### src/rtl/iam_pkg.sv
package iam_pkg;
  // enable bits packed into each control register
  localparam int unsigned EN_PER_CTRL = 2;

  // return offset chosen by opcode class
  function automatic logic [1:0] ret_step(input logic long_op);
    return long_op ? 2'd2 : 2'd1;
  endfunction
endpackage

### src/rtl/iam_cfg_bank.sv
module iam_cfg_bank #(
  parameter int unsigned AW   = 20,
  parameter int unsigned NCH  = 4,
  parameter int unsigned SELW = 3
) (
  input  logic                    clk,
  input  logic                    rst_n,
  input  logic                    cfg_we,
  input  logic [SELW-1:0]         cfg_sel,
  input  logic [AW-1:0]           cfg_wdata,
  output logic [NCH-1:0][AW-1:0]  match_q,
  output logic [NCH-1:0]          en_q
);
  import iam_pkg::*;

  for (genvar c = 0; c < NCH; c++) begin : g_ch
    localparam int unsigned CTRL_SEL = NCH + c / EN_PER_CTRL;
    localparam int unsigned CTRL_BIT = c % EN_PER_CTRL;
    logic [AW-1:0] m_r;
    logic          e_r;

    always_ff @(posedge clk or negedge rst_n) begin
      if (!rst_n) begin
        m_r <= '0;
        e_r <= 1'b0;
      end else if (cfg_we) begin
        if (cfg_sel == SELW'(c))        m_r <= cfg_wdata;
        if (cfg_sel == SELW'(CTRL_SEL)) e_r <= cfg_wdata[CTRL_BIT];
      end
    end

    assign match_q[c] = m_r;
    assign en_q[c]    = e_r;
  end
endmodule

### src/rtl/iam_chan_cmp.sv
module iam_chan_cmp #(
  parameter int unsigned AW = 20
) (
  input  logic          en,
  input  logic [AW-1:0] match,
  input  logic [AW-1:0] addr,
  output logic          hit
);
  assign hit = en && (addr == match);
endmodule

### src/rtl/iam_lowest_pick.sv
module iam_lowest_pick #(
  parameter int unsigned NCH = 4,
  parameter int unsigned IW  = 2
) (
  input  logic [NCH-1:0] req,
  output logic           any,
  output logic [IW-1:0]  idx
);
  always_comb begin
    any = |req;
    idx = '0;
    for (int i = NCH - 1; i >= 0; i--) begin
      if (req[i]) idx = IW'(i);
    end
  end
endmodule

### src/rtl/iam_trap_unit.sv
module iam_trap_unit #(
  parameter  int unsigned AW   = 20,
  parameter  int unsigned NCH  = 4,
  localparam int unsigned NGRP = (NCH + 1) / 2,
  localparam int unsigned SELW = $clog2(NCH + NGRP),
  localparam int unsigned IW   = (NCH > 1) ? $clog2(NCH) : 1
) (
  input  logic            clk,
  input  logic            rst_n,
  input  logic            cfg_we,
  input  logic [SELW-1:0] cfg_sel,
  input  logic [AW-1:0]   cfg_wdata,
  input  logic            ifetch_start,
  input  logic [AW-1:0]   ifetch_addr,
  input  logic            op_long,
  input  logic            bus8_mode,
  input  logic            addr_is_ext,
  output logic            trap_req,
  output logic [IW-1:0]   trap_chan,
  output logic [AW-1:0]   trap_ret
);
  import iam_pkg::*;

  function automatic logic [AW-1:0] ret_of(input logic [AW-1:0] a, input logic long_op);
    return a + AW'(ret_step(long_op));
  endfunction

  logic [NCH-1:0][AW-1:0] match_q;
  logic [NCH-1:0]         en_q;
  logic [NCH-1:0]         hit_vec;
  logic                   hit_any;
  logic [IW-1:0]          pick_idx;
  logic                   ext_block;
  logic                   fire;

  iam_cfg_bank #(.AW(AW), .NCH(NCH), .SELW(SELW)) u_bank (
    .clk      (clk),
    .rst_n    (rst_n),
    .cfg_we   (cfg_we),
    .cfg_sel  (cfg_sel),
    .cfg_wdata(cfg_wdata),
    .match_q  (match_q),
    .en_q     (en_q)
  );

  for (genvar c = 0; c < NCH; c++) begin : g_cmp
    iam_chan_cmp #(.AW(AW)) u_cmp (
      .en   (en_q[c]),
      .match(match_q[c]),
      .addr (ifetch_addr),
      .hit  (hit_vec[c])
    );
  end

  iam_lowest_pick #(.NCH(NCH), .IW(IW)) u_pick (
    .req(hit_vec),
    .any(hit_any),
    .idx(pick_idx)
  );

  assign ext_block = bus8_mode && addr_is_ext;
  assign fire      = ifetch_start && hit_any && !ext_block;

  always_ff @(posedge clk or negedge rst_n) begin
    if (!rst_n) begin
      trap_req  <= 1'b0;
      trap_chan <= '0;
      trap_ret  <= '0;
    end else begin
      trap_req <= fire;
      if (fire) begin
        trap_chan <= pick_idx;
        trap_ret  <= ret_of(ifetch_addr, op_long);
      end
    end
  end
endmodule

### config.mk
export PLATFORM = sky130hd
export DESIGN_NAME = iam_trap_unit
export DESIGN_NICKNAME = d
export VERILOG_FILES = /design/src/rtl/iam_pkg.sv /design/src/rtl/iam_cfg_bank.sv /design/src/rtl/iam_chan_cmp.sv /design/src/rtl/iam_lowest_pick.sv /design/src/rtl/iam_trap_unit.sv
export SDC_FILE = /design/constraint.sdc
export NUM_CORES = 1
export LEC_CHECK = 0
export BUFFER_PORTS_ARGS = -buffer_cell sky130_fd_sc_hd__clkbuf_2
export CELL_PAD_IN_SITES_DETAIL_PLACEMENT = 1
export CELL_PAD_IN_SITES_GLOBAL_PLACEMENT = 1
export CORE_ASPECT_RATIO = 1.4
export CORE_MARGIN = 5
export CORE_UTILIZATION = 43
export CTS_BUF_LIST = sky130_fd_sc_hd__clkbuf_16
export DETAILED_ROUTE_END_ITERATION = 12
export HOLD_SLACK_MARGIN = 0.06
export PLACE_DENSITY = 0.72
export SLEW_MARGIN = 20
export SYNTH_ARGS = -nofsm -noshare
export SYNTH_HDL_FRONTEND = slang
export SYNTH_SLANG_ARGS = --single-unit
export TNS_END_PERCENT = 20
### constraint.sdc
create_clock -name clk -period 2 [get_ports clk]
set_input_delay 0.4 -clock clk [delete_from_list [all_inputs] [get_ports clk]]
set_output_delay 0.4 -clock clk [all_outputs]
set_load 0.03 [all_outputs]
==> impl_metrics.py, run 1 <==
metrics = {
    "sta": {
        "period_share_pct": 122,
        "final.setup.worst_slack_ps": -448,
        "timing_worst_slew_pin_value_ps": 576,
        "final.min_clock_period_ps": 2450,
        "max_transition_margin_pct": 61.6,
        "finalMaxSlewViolations": 0,
        "unrepaired_setup_endpoints_after_global_routing": "true",
        "finClkSkew_ps": 10.8,
        "fmaxAchievable_ghz": 0.408,
        "hold_ws_ps": 115,
        "finalSetupViolations": 22,
        "timing.final.hold_violations": 0,
    },
    "worst_setup_path": {
        "critPathCaptureType": "flip-flop",
        "critical_path_peak_fanout": 9,
        "critPathSlowestCell": "sky130_fd_sc_hd__dfrtp_1",
        "crit_chain": "xnor2_1, nand4_1, nor4_2, nand4b_1, a41oi_4, buf_6, buf_16, mux2_4",
        "worst_setup_path_start_kind": "flip-flop",
        "critPathRequiredTime_ps": 2240,
        "crit_arrival_ps": 2690,
        "cp_slowest_stage_delay_ps": 390,
        "path_class": "flip-flop to flip-flop",
    },
    "clocking": {
        "clock_tree.root_cell": "sky130_fd_sc_hd__clkbuf_16",
        "cts_max_level": 3,
        "cts_made_buffers": 9,
        "latest_clock_arrival_within_the_worst_skew_pair_ps": 350,
        "tritoncts": "built",
        "clock_sinks": 107,
        "cts.clk_slew.worst_paths_ps": 70,
        "ctsLongestPathBuffers": 2,
    },
    "die": {
        "floorplan.io_pins": 73,
        "core_um2": 13400,
        "die_height_um": 148,
        "initial_core_utilization_pct": 43.9,
        "design.die.area_um2": 16100,
        "die_width_um": 109,
        "rows": 50,
    },
    "run_status": {
        "status": "finished, violations left",
        "failed_checks": "setup timing",
    },
    "layout": {
        "filler_cell_count": 1440,
        "final_net_count": 649,
        "final-seq-area_um2": 2680,
        "commonest_non_fill_non_tap_cell_in_the_layout": "sky130_fd_sc_hd__dfrtp_1",
        "area_delta_synth_final_pct": 26.1,
        "layout_common_cells": "sky130_fd_sc_hd__dfrtp_1, sky130_fd_sc_hd__mux2_2, sky130_fd_sc_hd__buf_4",
        "multi_input_comb_area_um2": 3110,
        "drive_gt1_share_pct": 53.1,
        "insertedDiodeCount": 0,
    },
    "synth": {
        "synth_enable_flop_cells": 0,
        "synth_async_sr_flop_share_pct": 100,
        "yosys.cell_types.count": 47,
        "post-synth-top-area-fraction_pct": 45.6,
        "primary_flip_flop_cell_chosen_by_synthesis_mapping": "sky130_fd_sc_hd__dfrtp_1",
        "synth.area.top_cells": "sky130_fd_sc_hd__dfrtp_1, sky130_fd_sc_hd__mux2_2, sky130_fd_sc_hd__xnor2_1",
        "synth_fp_nets": 507,
        "synth.yosys.warnings": 0,
        "synth_cells": 454,
        "syn_area_um2": 5870,
        "synth.avg_cell_area_um2": 12.9,
        "synth_largest_area_cell": "sky130_fd_sc_hd__dfrtp_1",
        "seq_area_frac_synth_pct": 45.6,
        "synth_seq_cells": 107,
    },
    "placed_design": {
        "io_buffer_count": 72,
        "hpwl_mm": 13.2,
        "finalWeightedCongestion": 0.917,
    },
    "detailed_routing": {
        "ant_nets": 0,
        "first_pass_iters": 4,
        "final_wirelength_mm": 16.7,
        "ratio_of_routed_vias_to_standard_cells": 5.20,
        "detail_route.drc_violations": 0,
        "drt-wirelength-per-cell_um": 21.3,
        "detailedRoute.firstIterationViolations": 139,
        "via_count": 4073,
    },
    "global_route": {
        "globalRouteTotalUtil_pct": 22.0,
        "grt_antenna_before_repair": 0,
        "grt_first_pass_wirelength_mm": 26.3,
        "grt_max_degree": 108,
        "via_count_of_the_first_global_routing_pass": 4721,
        "grt-ovfl-total": 0,
    },
    "power": {
        "totalPowerFinal_mw": 6.47,
        "vdd_ir_drop_max_mv": 0.434,
        "p_per_area_nw_per_um2": 874,
        "power.static_leakage_nw": 3.28,
    },
    "job": {
        "max_cap_violations": 0,
    },
    "worst_hold_path": {
        "holdCritPathClass": "input pin to asynchronous set/reset pin",
    },
}
[state kept, by name (all words and copies together), names as in the netlist]
| name | flops |
|---|---|
| trap_chan | 2 |
| trap_req | 1 |
| trap_ret | 20 |
| u_bank.g_ch.e_r | 4 |
| u_bank.g_ch.m_r | 80 |
[path summary, 6_finish.rpt]
check	endpoint	startpoint	slack [ps]	cells after the start
setup / recovery	trap_ret[16]$_DFFE_PN0P_	u_bank.g_ch[0].m_r[3]$_DFFE_PN0P_	-450	8
hold / removal	u_bank.g_ch[3].m_r[2]$_DFFE_PN0P_	rst_n	120	2
setup reg to reg	trap_ret[16]$_DFFE_PN0P_	u_bank.g_ch[0].m_r[3]$_DFFE_PN0P_	-450	8
hold reg to reg	trap_ret[2]$_DFFE_PN0P_	trap_ret[2]$_DFFE_PN0P_	510	1
max in group asynchronous	u_bank.g_ch[0].m_r[13]$_DFFE_PN0P_	rst_n	1450	2
min in group clk	u_bank.g_ch[3].m_r[2]$_DFFE_PN0P_	cfg_wdata[2]	320	2
[critical path, delay by kind of cell (launching register included)]
kind            cells  cell delay [ps]
mux                 1              300
xor+xnor            1              300
compound gates      1              290
buf+inv             2              290
simple gates        3              760
flops               1              390
[cells in the mapped netlist (3+ instances only)]
master                     instances
sky130_fd_sc_hd__dfrtp_1         107
sky130_fd_sc_hd__mux2_2           92
sky130_fd_sc_hd__xnor2_1          57
sky130_fd_sc_hd__xor2_1           33
sky130_fd_sc_hd__nand4_1          24
sky130_fd_sc_hd__nand2_1          15
sky130_fd_sc_hd__nand3_1          14
sky130_fd_sc_hd__buf_6            12
sky130_fd_sc_hd__mux2_4           12
sky130_fd_sc_hd__nor4_1            9
sky130_fd_sc_hd__clkbuf_1          8
sky130_fd_sc_hd__nor2_1            7
sky130_fd_sc_hd__xnor2_2           5
sky130_fd_sc_hd__buf_2             4
sky130_fd_sc_hd__nor3b_1           4
sky130_fd_sc_hd__a21oi_1           3
sky130_fd_sc_hd__and3_1            3
sky130_fd_sc_hd__nand4b_1          3
sky130_fd_sc_hd__nor4_2            3
sky130_fd_sc_hd__or2_1             3
[per-stage QoR]
stage	setup TNS (ps)	area (µm²)	util, %	cells	worst slack, ps
finish	-8680	7410	55.3	783	-448
global placement	-14330	6940	51.9	761	-693
floorplan	-4320	5930	-	454	-261
detailed placement	-15530	6940	51.9	761	-745
global route	-10600	7410	55.3	783	-528
CTS	-7910	7370	55.0	782	-402
[where the power goes]
| group | switching (mW) | total [mW] | leakage, nW | internal [mW] |
|---|---|---|---|---|
| logic | 0.835 | 1.80 | 1.80 | 0.968 |
| clock network | 0.839 | 1.82 | 0.151 | 0.983 |
| registers | 0.305 | 2.84 | 1.33 | 2.54 |
| total | 1.98 | 6.47 | 3.28 | 4.49 |
[cell families (layout without fill, tap and decap cells)]
logic type	after synthesis	after routing	share of synthesized area, %
simple gates	105	105	11.7
mux	104	104	20.7
fa+ha+maj	3	3	0.767
compound gates	9	9	1.77
flops	107	107	45.6
buf+inv	29	176	3.88
xor+xnor	97	97	15.6
[layout make-up]
type	count	share of cell area (%)
repair buffers	158	14.7
well taps	182	3.07
clock inverters	7	1.01
multi-input cells	318	41.9
clock buffers	9	3.04
inverters	2	0.101
flip-flops and latches	107	36.2
[layer usage]
| metal | up-vias | track usage (%) | routed length [µm] |
|---|---|---|---|
| met2 | 76 | 39.3 | 8990 |
| li1 | 1885 | - | - |
| met3 | 33 | 3.60 | 525 |
| met4 | 0 | 8.53 | 562 |
| met1 | 2079 | 26.0 | 6640 |
| met5 | - | 0 | 0 |
[repair_timing]
item	CTS	global route
gates resized for setup	11	6
endpoints found under the hold margin	0	0
cloned	1	0
setup endpoints to repair	23	23
buffers inserted	4	1
hold buffers	0	0
pin swaps	5	1
Note: power is estimated with default switching activity, not from simulation.
==> run 2, diff against run 1 <==
- CORE_UTILIZATION: 43 -> 48
- PLACE_DENSITY: 0.72 -> 0.77
- clock period: 2 -> 2.7 ns (I/O delays scaled with it)
==> impl_metrics.py, run 2 (same netlist as run 1, synthesis figures left out) <==
metrics = {
    "run_status": {
        "status": "complete, no violations",
    },
    "layout": {
        "fin_util_pct": 57.5,
        "insertedDiodeCount": 0,
        "commonest_non_fill_non_tap_cell_in_the_layout": "sky130_fd_sc_hd__dfrtp_1",
        "drive_gt1_share_pct": 46.0,
        "area_delta_synth_final_pct": 16.9,
        "largest_register_ffs": 80,
        "final_net_count": 607,
        "layout_common_cells": "sky130_fd_sc_hd__dfrtp_1, sky130_fd_sc_hd__mux2_2, sky130_fd_sc_hd__clkbuf_2",
        "largest-register": "u_bank.g_ch.m_r",
        "largestRegisters": "u_bank.g_ch.m_r: 80 flops, trap_ret: 20 flops, u_bank.g_ch.e_r: 4 flops",
    },
    "sta": {
        "final.min_clock_period_ps": 2570,
        "timing.setup.tns_ps": 0,
        "fmaxAchievable_ghz": 0.389,
        "finalSetupViolations": 0,
        "finClkSkew_ps": 8.28,
        "period_share_pct": 95.2,
        "timing_worst_slew_pin_value_ps": 602,
        "max_transition_margin_pct": 59.8,
        "timing.final.hold_violations": 0,
        "finalMaxSlewViolations": 0,
        "unrepaired_setup_endpoints_after_global_routing": "false",
    },
    "clocking": {
        "clock_tree.root_cell": "sky130_fd_sc_hd__clkbuf_16",
        "cts_repair_resize_count": 0,
        "ctsLongestPathBuffers": 2,
        "post-cts-setup-buffers": 0,
        "latest_clock_arrival_within_the_worst_skew_pair_ps": 340,
        "tritoncts": "built",
        "clock_sinks": 107,
        "cts_made_buffers": 9,
        "hold_buffers": 0,
        "cts.clk_slew.worst_paths_ps": 70,
        "cts_max_level": 3,
    },
    "power": {
        "vdd_ir_drop_max_mv": 0.324,
        "p_per_area_nw_per_um2": 676,
        "power.static_leakage_nw": 2.99,
        "totalPowerFinal_mw": 4.64,
    },
    "global_route": {
        "grt_max_degree": 60,
        "grt_first_pass_wirelength_mm": 25.4,
        "via_count_of_the_first_global_routing_pass": 4507,
        "globalRouteTotalUtil_pct": 23.6,
        "grt_antenna_before_repair": 0,
        "grt-ovfl-total": 0,
    },
    "worst_setup_path": {
        "critPathCaptureType": "flip-flop",
        "worst_setup_path_start_kind": "input pin",
        "path_class": "input pin to flip-flop",
        "critPathRequiredTime_ps": 2930,
        "critical_path_peak_fanout": 18,
        "crit_arrival_ps": 2800,
    },
    "detailed_routing": {
        "via_count": 3894,
        "detailedRoute.firstIterationViolations": 104,
        "final_wirelength_mm": 16.1,
        "first_pass_iters": 4,
        "ant_nets": 0,
        "ratio_of_routed_vias_to_standard_cells": 5.54,
        "drt-wirelength-per-cell_um": 22.9,
        "detail_route.drc_violations": 0,
    },
    "die": {
        "core_um2": 11900,
        "initial_core_utilization_pct": 49.2,
        "rows": 47,
        "floorplan.io_pins": 73,
        "die_height_um": 141,
        "die_width_um": 103,
        "design.die.area_um2": 14600,
    },
    "placed_design": {
        "io_buffer_count": 72,
        "hpwl_mm": 12.9,
        "finalWeightedCongestion": 0.891,
    },
    "job": {
        "max_cap_violations": 0,
    },
    "worst_hold_path": {
        "holdCritPathClass": "input pin to asynchronous set/reset pin",
    },
}
==> run 2: cell count changes in the layout (fill, tap and decap cells not counted), sizes merged <==
cell | before | now
buf | 87 | 45
inv | 5 | 2
bufinv | 1 | 2
clkinv | 3 | 2
==> run 2: cell type report <==
class	count	area, µm²
fillers	1238	5070
multi-input cells	318	2980
flip-flops and latches	107	2680
repair buffers	116	718
clock buffers	9	225
well taps	147	184
clock inverters	4	68.8
inverters	2	7.51
==> run 2: report_power, final <==
group | leakage (nW) | internal [mW] | switching, mW | total [mW]
registers | 1.33 | 1.88 | 0.224 | 2.11
clock network | 0.145 | 0.793 | 0.560 | 1.35
logic | 1.52 | 0.605 | 0.577 | 1.18
==> run 2: critical path, cell delays in order <==
cell and delay [ps]:
sky130_fd_sc_hd__clkbuf_2 190, sky130_fd_sc_hd__xnor2_1 330, sky130_fd_sc_hd__nand4_1 130, sky130_fd_sc_hd__nor4_1 470, sky130_fd_sc_hd__nand4b_1 280, sky130_fd_sc_hd__a41oi_4 300, sky130_fd_sc_hd__buf_12 210, sky130_fd_sc_hd__mux2_2 350
==> run 2: final timing paths <==
check                                                   startpoint                                 to  slack (ps)  cells after the start
worst min-delay path                                         rst_n           trap_ret[13]$_DFFE_PN0P_          80                      1
worst min register to register             trap_ret[7]$_DFFE_PN0P_            trap_ret[7]$_DFFE_PN0P_         510                      1
min in group clk                                      cfg_wdata[5]  u_bank.g_ch[0].m_r[5]$_DFFE_PN0P_         470                      2
max in group asynchronous                                    rst_n  u_bank.g_ch[3].m_r[3]$_DFFE_PN0P_        1970                      2
worst max-delay path                                ifetch_addr[5]            trap_ret[5]$_DFFE_PN0P_         130                      8
worst max register to register  u_bank.g_ch[0].m_r[15]$_DFFE_PN0P_            trap_ret[5]$_DFFE_PN0P_         150                      8
==> run 2: stage by stage <==
step	cells	area [µm²]	hold WS [ps]	setup slack, ps
2_1_floorplan	454	5870	244	285
3_3_place_gp	690	6570	445	-114
3_5_place_dp	690	6570	451	-183
4_1_cts	703	6860	75.8	178
5_1_grt	703	6860	85.1	25.1
6_report	703	6860	76.0	131
==> run 2: metal layers <==
layer	GRT usage, %	share of wire [%]	routed length [µm]	vias up
met5	0	0	0	-
met4	7.91	2.6	423	0
met3	3.86	4.1	669	20
met2	42.6	55	8900	81
met1	27.5	38	6140	1997
li1	-	-	-	1796
